<file path="config.mk">
export PLATFORM = sky130hd
export DESIGN_NAME = lptf_front
export DESIGN_NICKNAME = d
export VERILOG_FILES = /design/src/rtl/lptf_pkg.sv /design/src/rtl/lptf_sync.sv /design/src/rtl/lptf_div.sv /design/src/rtl/lptf_filt.sv /design/src/rtl/lptf_front.sv
export SDC_FILE = /design/constraint.sdc
export NUM_CORES = 1
export LEC_CHECK = 0
export ABC_AREA = 1
export ABC_CLOCK_PERIOD_IN_PS = 1950
export BUFFER_PORTS_ARGS = -buffer_cell sky130_fd_sc_hd__buf_4
export CAP_MARGIN = 20
export CORE_MARGIN = 1
export CORE_UTILIZATION = 60
export CTS_BUF_LIST = sky130_fd_sc_hd__clkbuf_16
export DETAILED_ROUTE_END_ITERATION = 6
export GPL_TIMING_DRIVEN = 0
export PLACE_DENSITY = 0.79
export SYNTH_ARGS = -nofsm -noshare
export SYNTH_HDL_FRONTEND = slang
export SYNTH_SLANG_ARGS = --single-unit
</file>
<file path="constraint.sdc">
create_clock -name clk -period 1.95 [get_ports clk]
set_input_delay 0.195 -clock clk [delete_from_list [all_inputs] [get_ports clk]]
set_output_delay 0.195 -clock clk [all_outputs]
set_load 0.1 [all_outputs]
</file>
<file path="src/rtl/lptf_pkg.sv">
package lptf_pkg;

  typedef enum logic {
    MODE_TIME  = 1'b0,
    MODE_PULSE = 1'b1
  } cnt_mode_e;

endpackage

</file>
<file path="src/rtl/lptf_sync.sv">
module lptf_sync #(
  parameter int STAGES = 2
) (
  input  logic clk,
  input  logic rst_n,
  input  logic d_i,
  output logic q_o
);

  logic [STAGES-1:0] chain_q;
  logic [STAGES-1:0] chain_d;

  always_comb begin
    chain_d = {chain_q[STAGES-2:0], d_i};
  end

  always_ff @(posedge clk or negedge rst_n) begin
    if (!rst_n) begin
      chain_q <= '0;
    end else begin
      chain_q <= chain_d;
    end
  end

  assign q_o = chain_q[STAGES-1];

endmodule

</file>
<file path="src/rtl/lptf_div.sv">
module lptf_div #(
  parameter  int SCALE_W = 4,
  localparam int DIV_W   = 1 << SCALE_W
) (
  input  logic               clk,
  input  logic               rst_n,
  input  logic               active,
  input  logic               bypass,
  input  logic               sel_en,
  input  logic [SCALE_W-1:0] scale,
  output logic               tick_o
);

  logic [DIV_W:0]   span;
  logic [DIV_W-1:0] lim;
  logic [DIV_W-1:0] cnt_q, cnt_d;
  logic             tick_q, tick_d;

  // period end = 2^(scale+1) - 1
  always_comb begin
    span = (DIV_W+1)'(2) << scale;
    lim  = span[DIV_W-1:0] - DIV_W'(1);
  end

  always_comb begin
    cnt_d  = cnt_q;
    tick_d = 1'b0;
    if (!active || bypass) begin
      cnt_d  = '0;
      tick_d = active && bypass && sel_en;
    end else if (sel_en) begin
      if (cnt_q >= lim) begin
        cnt_d  = '0;
        tick_d = 1'b1;
      end else begin
        cnt_d = cnt_q + DIV_W'(1);
      end
    end
  end

  always_ff @(posedge clk or negedge rst_n) begin
    if (!rst_n) begin
      cnt_q  <= '0;
      tick_q <= 1'b0;
    end else begin
      cnt_q  <= cnt_d;
      tick_q <= tick_d;
    end
  end

  assign tick_o = tick_q;


  tick_needs_strobe_chk: assert property (@(posedge clk) disable iff (!rst_n)
    !(active && sel_en) |=> !tick_q);


  div_idle_clear_chk: assert property (@(posedge clk) disable iff (!rst_n)
    !active |=> (cnt_q == '0) && !tick_q);

endmodule

</file>
<file path="src/rtl/lptf_filt.sv">
module lptf_filt #(
  parameter  int SCALE_W = 4,
  localparam int FILT_W  = (1 << SCALE_W) - 1
) (
  input  logic               clk,
  input  logic               rst_n,
  input  logic               active,
  input  logic               sel_en,
  input  logic [SCALE_W-1:0] scale,
  input  logic               din,
  output logic               level_o
);

  logic [FILT_W:0]   span;
  logic [FILT_W-1:0] thr;
  logic [FILT_W-1:0] stab_q, stab_d;
  logic              filt_q, filt_d;

  // acceptance point = 2^scale - 1 (scale 0 gives a single sample)
  always_comb begin
    span = (FILT_W+1)'(1) << scale;
    thr  = span[FILT_W-1:0] - FILT_W'(1);
  end

  always_comb begin
    filt_d = filt_q;
    stab_d = stab_q;
    if (!active) begin
      filt_d = 1'b0;
      stab_d = '0;
    end else if (din == filt_q) begin
      stab_d = '0;
    end else if (sel_en) begin
      if (stab_q >= thr) begin
        filt_d = din;
        stab_d = '0;
      end else begin
        stab_d = stab_q + FILT_W'(1);
      end
    end
  end

  always_ff @(posedge clk or negedge rst_n) begin
    if (!rst_n) begin
      filt_q <= 1'b0;
      stab_q <= '0;
    end else begin
      filt_q <= filt_d;
      stab_q <= stab_d;
    end
  end

  assign level_o = filt_q;


  filt_hold_chk: assert property (@(posedge clk) disable iff (!rst_n)
    (active && !sel_en) |=> $stable(filt_q));


  filt_source_chk: assert property (@(posedge clk) disable iff (!rst_n)
    active |=> (filt_q == $past(filt_q)) || (filt_q == $past(din)));


  filt_idle_clear_chk: assert property (@(posedge clk) disable iff (!rst_n)
    !active |=> !filt_q && (stab_q == '0));

endmodule

</file>
<file path="src/rtl/lptf_front.sv">
module lptf_front
  import lptf_pkg::*;
#(
  parameter  int NSRC        = 4,
  parameter  int SCALE_W     = 4,
  parameter  int SYNC_STAGES = 2,
  localparam int SEL_W       = $clog2(NSRC),
  localparam int CFG_W       = SEL_W + 1 + SCALE_W
) (
  input  logic             clk,
  input  logic             rst_n,
  input  logic [NSRC-1:0]  src_en,
  input  logic             pulse_in,
  input  logic             run,
  input  logic             mode_pulse,
  input  logic [CFG_W-1:0] cfg_word,
  output logic             tick_o,
  output logic             level_o
);

  cnt_mode_e          mode;
  logic [SEL_W-1:0]   sel;
  logic               byp;
  logic [SCALE_W-1:0] scale;
  logic               sel_en;
  logic               sync_q;
  logic               filt_lvl;
  logic               div_act;
  logic               filt_act;

  always_comb begin
    mode     = cnt_mode_e'(mode_pulse);
    sel      = cfg_word[SEL_W-1:0];
    byp      = cfg_word[SEL_W];
    scale    = cfg_word[CFG_W-1:SEL_W+1];
    sel_en   = src_en[sel];
    div_act  = run && (mode == MODE_TIME);
    filt_act = run && (mode == MODE_PULSE) && !byp;
  end

  lptf_sync #(.STAGES(SYNC_STAGES)) u_sync (
    .clk   (clk),
    .rst_n (rst_n),
    .d_i   (pulse_in),
    .q_o   (sync_q)
  );

  lptf_div #(.SCALE_W(SCALE_W)) u_div (
    .clk    (clk),
    .rst_n  (rst_n),
    .active (div_act),
    .bypass (byp),
    .sel_en (sel_en),
    .scale  (scale),
    .tick_o (tick_o)
  );

  lptf_filt #(.SCALE_W(SCALE_W)) u_filt (
    .clk     (clk),
    .rst_n   (rst_n),
    .active  (filt_act),
    .sel_en  (sel_en),
    .scale   (scale),
    .din     (sync_q),
    .level_o (filt_lvl)
  );

  always_comb begin
    if (run && (mode == MODE_PULSE)) begin
      level_o = byp ? sync_q : filt_lvl;
    end else begin
      level_o = 1'b0;
    end
  end


  pulse_no_tick_chk: assert property (@(posedge clk) disable iff (!rst_n)
    (mode == MODE_PULSE) |=> !tick_o);


  always_comb begin
    if (!rst_n) begin
      reset_quiet_chk: assert (!tick_o && !filt_lvl);
    end
  end

endmodule

</file>
Word level (Yosys, flattened, before mapping)
Index checks and enable logic that the tools add are counted.
- logic and storage cells: 48
- bits in registers: 35
- output and inout port bits: 2
- input bits: 16
- equality and inequality tests: 5
- reductions and logical operators: 10
- bitwise gates (word level): 1
- muxes and demuxes: 18
- add/sub/neg operators: 4
- shift operators: 2
- magnitude comparators: 3
- operator list (operator ; number):
    $mux 15 ; 4
    $mux 16 ; 3
    $add 16x1->16 const B ; 1
    $ge 16x16->1 ; 1
    $shl 2x4->16 const A ; 1
    $sub 16x1->16 const B ; 1
    $add 15x1->15 const B ; 1
    $ge 15x15->1 ; 1
    $shl 1x4->15 const A ; 1
    $sub 15x1->15 const B ; 1
    $mux 1 ; 10
    $ne 2x2->1 const B ; 3
    $logic_and 1x1->1 ; 5
    $lt 2x3->1 const B ; 1
    $ne 3x3->1 const B ; 1
    $reduce_and 3->1 ; 1
    $bmux 1 s2 ; 1
    $logic_not 1->1 ; 2
    $reduce_bool 2->1 ; 1
    $eq 1x1->1 ; 1
    $logic_or 1x1->1 ; 1
    $not 1->1 ; 1

Depth between registers and ports, before layout
- depth after elaboration: 7
- mapped depth: 23

Hierarchy
From an unflattened synthesis, not the netlist that was laid out.
- cells, all modules: 477
- area total of the unflattened synthesis: 3399.5 um^2
- by module, submodules not included (module ; instances ; cells each ; seq. area each (um^2) ; area an instance (um^2)):
    lptf_div ; 1 ; 235 ; 425.4 ; 1666.6
    lptf_filt ; 1 ; 219 ; 400.4 ; 1600.3
    lptf_front ; 1 ; 21 ; 0.0 ; 82.6
    lptf_sync ; 1 ; 2 ; 50.0 ; 50.0

Worst setup path after synthesis
OpenSTA, ideal clock, no wires.
- path type: register to output
- from: register u_filt.filt_q, in the netlist u_filt.level_o
- to: output level_o
- cell stages (with the launch flop): 3
- path slack: -0.871 ns
- path buffers: 0
- required time: 1.755 ns
- data arrival time: 2.626 ns
- path through: dfrtp_1 -> nor2_1 -> a211oi_1
- word-level cells in the longest chain between the ends: 2
- ends and longest elaborated chain (element ; line ; RTL):
    from (decl) ; lptf_filt.sv:17 ; logic filt_q, filt_d;
    from (signal assigned) ; lptf_filt.sv:48 ; filt_q <= filt_d;
    $mux 1 ; lptf_front.sv:70 ; level_o = byp ? sync_q : filt_lvl;
    $mux 1 ; lptf_front.sv:69 ; if (run && (mode == MODE_PULSE)) begin
    to (decl) ; lptf_front.sv:18 ; output logic level_o
No other way between the ends.

Final worst setup path
- from: input cfg_word[4]
- to: register u_div.cnt_q[14]
- word-level cells in the longest chain between the ends: 6
- ends and longest elaborated chain (element ; line ; RTL):
    from (decl) ; lptf_front.sv:16 ; input logic [CFG_W-1:0] cfg_word,
    $shl 2x4->16 ; lptf_div.sv:21 ; span = (DIV_W+1)'(2) << scale;
    $sub 16x1->16 ; lptf_div.sv:22 ; lim = span[DIV_W-1:0] - DIV_W'(1);
    $ge 16x16->1 ; lptf_div.sv:32 ; if (cnt_q >= lim) begin
    $mux 16 ; lptf_div.sv:32 ;
    $mux 16 ; lptf_div.sv:31 ; end else if (sel_en) begin
    $mux 16 ; lptf_div.sv:28 ; if (!active || bypass) begin
    to (signal assigned) ; lptf_div.sv:46 ; cnt_q <= cnt_d;
    to (decl) ; lptf_div.sv:16 ; logic [DIV_W-1:0] cnt_q, cnt_d;
No other way between the ends. The select of a mux whose other input is x is not followed.
A chain may end at the register's enable or synchronous reset.

==> impl_results.md <==
* Status: finished with violations
* Failing checks: setup timing
* Worst vdd ir at 472 uV
* Max H-tree Level at 2
* CORE AREA at 4850 sq um
* I/O pin count at 18
* Number of global-route vias before repair at 3057
* EDFF count, synth at 0
* Critical Path Stages at 21
* GRT Util Overall at 34.5%
* Crit path DAT at 2.42 ns
* Critical path type: primary input to flop
* CTS tree: yes
* Clk_lat worst skew at 0.28 ns
* Worst-Margin Slew at 0.509 ns
* CP top delay family: simple AND/OR/NAND/NOR gates
* Starting DRT DRC Count at 277
* Starting density of the core at 64.1%
* Synthesized area at 3110 sq um
* Final core occ at 81.6%
* Vias at 3370
* Die area at 5470 sq um
* Wire length per cell at 16.0 um
* Power per cell area at 460 nW/um^2
* Post-Syn Nets at 497
* Worst path slowest cell: ha_1
* Total Routed Length at 9060 um
* Finished Cell Area at 3960 sq um
* Final ANT Viol Nets at 0
* Clock Skew at 0.00722 ns
* FFs w/ async S/R, synth at 100%
* Clock buffer depth at 2
* Clock root cell: clkbuf_16
* Share of power burned in registers at 40.4%
* First-pass GRT wire length at 14400 um
* DP HPWL at 6020 um
* Worst-path clk slew at 0.06 ns
* Worst Path Buf+Inv at 4
* Seq cells post-synth at 35
* Placed Instances at 537
* CP Launch Type: primary input
* Syn Area/Cell at 6.85 sq um
* Sw power at 0.503 mW
* CP endpoint kind: flop
* Final setup margin at -0.297 ns
* Most frequent cells in the layout: nand2_1, inv_1, nor2_1
* P&R area growth vs syn at 27.3%
* Critical path endpoint: u_div.cnt_q[14]$_DFFE_PN0P_
* Worst-path fanout max at 5
* Comb pwr share at 17.4%
* Synth Warn # at 0
* Syn Inst Count at 454
* Pint at 1.32 mW
* Synth Flop Type: dfrtp_1
* Port bufs at 16
* Initial antenna violation count at 0
* Fmax at 0.445 GHz
* Clock share of power at 42.2%
* FILL cells at 309
* Max-Cap Viols at 0
* Antenna cells at 0
* Grt ovf at 0
* Most common cell after layout, fill and taps aside: nand2_1
* Fraction of layout cells with a size suffix above 1 at 21.3%
* Setup violation total in the final timing report at 33
* Crit path time final at 2.25 ns
* FP Rows at 25
* Switching share of power at 27.6%
* CTS Buf Count at 5
* LEAKAGE at 1.87 nW
* Crit path from: cfg_word[4]
* Drt via density at 5.96
* R2r setup slk at -0.09 ns
* Routability-driven placement congestion ratio at 0.915
* Detailed Routing Iterations Pass 1 at 7
* Final Non-Filler Cells at 565
* Seq/Total Area, Yosys at 28.2%
* Distinct cell type count after synthesis at 37
* CP Cell Sequence: buf_12, nor2_4, nand2_2, nor2_4, inv_2, ha_4, xor2_4, ha_1, nand2_1, o21ai_1, nand2_1, nand2_1, nand2_1, nand2_1, nand2_1, nand2_2, nand2_4, buf_12, buf_8, nand3_2, nand2_1
* Hold Crit Class: primary input to flop
* Max-slew violations at 0
* RSZ-0062 raised after global routing: true
* Worst path most repeated cell: nand2_1
* Worst r2r src: u_filt.level_o$_DFFE_PN0P_
* Pre-CTS setup slack at -0.927 ns
* R2R Path End: u_filt.stab_q[11]$_DFFE_PN0P_
* DIE WIDTH at 74.0 um
* Worst slew margin at 66.1%
* TritonCTS Sinks at 35
* Max stage delay on crit path at 0.31 ns
* Final layout net count at 540
* Drc violations at 0
* Period utilisation layout at 115%
* Die height at 74.0 um
* Path depth of the worst reg2reg path at 8
* Pin count of the biggest net entering global routing at 36
* Fin. Hold Viols at 0
* Placed cell area at 3420 sq um
* Worst Path Required at 2.12 ns
==> cell usage after synthesis (3+ instances only) <==
library cell,n,share of area [%]
a21oi_1,18,2.9
buf_2,3,0.48
clkbuf_1,3,0.36
clkinv_1,4,0.48
dfrtp_1,35,28
ha_1,27,11
inv_1,49,5.9
nand2_1,132,16
nand2_2,3,0.60
nand3_1,48,7.7
nand4_1,16,3.2
nor2_1,42,5.1
nor3_1,11,1.8
nor3b_1,3,0.72
o21a_1,3,0.72
o21ai_0,14,2.3
o21ai_2,3,0.85
o22ai_2,7,2.8
xnor2_1,3,0.85
xor2_1,7,2.0
==> routing by layer <==
layer | global-route usage (%) | share of wire [%] | vias up
li1 | - | - | 1602
met4 | 8.55 | 2.3 | 0
met2 | 55.4 | 48 | 170
met3 | 5.83 | 8.9 | 30
met5 | 0 | 0 | -
met1 | 48.7 | 41 | 1568
==> cell families (layout without fill, tap and decap cells) <==
logic type | count (synthesis) | in the layout | share of synthesized area, %
compound gates | 54 | 54 | 12.5
flops | 35 | 35 | 28.2
simple gates | 264 | 264 | 37.3
xor+xnor | 10 | 10 | 2.82
fa+ha+maj | 27 | 27 | 10.9
buf+inv | 64 | 108 | 8.33
==> sequential cells by signal (all words and copies together), names as in the netlist <==
signal,count
u_div.cnt_q,16
u_div.tick_o,1
u_filt.level_o,1
u_filt.stab_q,15
u_sync.chain_q,2
==> worst min-delay path by stage <==
stage	start	to	slack (ns)	cells after the start
finish	pulse_in	u_sync.chain_q[0]$_DFF_PN0_	0.02	1
global route	pulse_in	u_sync.chain_q[0]$_DFF_PN0_	0.02	1
detailed placement	rst_n	u_div.cnt_q[6]$_DFFE_PN0P_	0.18	1
floorplan	rst_n	u_div.cnt_q[0]$_DFFE_PN0P_	-0.10	0
global placement	rst_n	u_div.cnt_q[6]$_DFFE_PN0P_	0.18	1
CTS	pulse_in	u_sync.chain_q[0]$_DFF_PN0_	0.02	1
==> repair_timing <==
action,in CTS,in global routing
gates cloned,2,0
gates resized for setup,34,9
endpoints found under the setup margin,33,33
setup buffers,15,4
pin swaps,38,17
hold endpoints to repair,35,0
hold buffers,1,0
==> layout make-up <==
cell class	instances	area, sq um	share of cell area, %
multi-input combinational	355	2190	55.4
clock inverter	3	11.3	0.285
inverter	55	209	5.28
timing repair buffer	37	373	9.42
clock buffer	5	125	3.16
tap	67	83.8	2.12
buffer	8	88.8	2.24
sequential	35	876	22.1
==> power groups by stage <==
stage	logic (mW)	clock network (mW)	registers (mW)
floorplan	0.162	0	0.753
global placement	0.242	0	0.748
detailed placement	0.251	0	0.749
CTS	0.301	0.763	0.736
global route	0.347	0.794	0.736
finish	0.317	0.767	0.736
==> metrics by stage <==
step,TNS [ns],hold slack (ns),total power [mW]
2_1_floorplan,-10.27,-0.101,0.914
3_3_place_gp,-25.91,0.177,0.991
3_5_place_dp,-26.96,0.184,1.00
4_1_cts,-4.43,0.0223,1.80
5_1_grt,-11.08,0.0216,1.88
6_report,-6.65,0.0218,1.82
(Power assumes the default switching activity.)
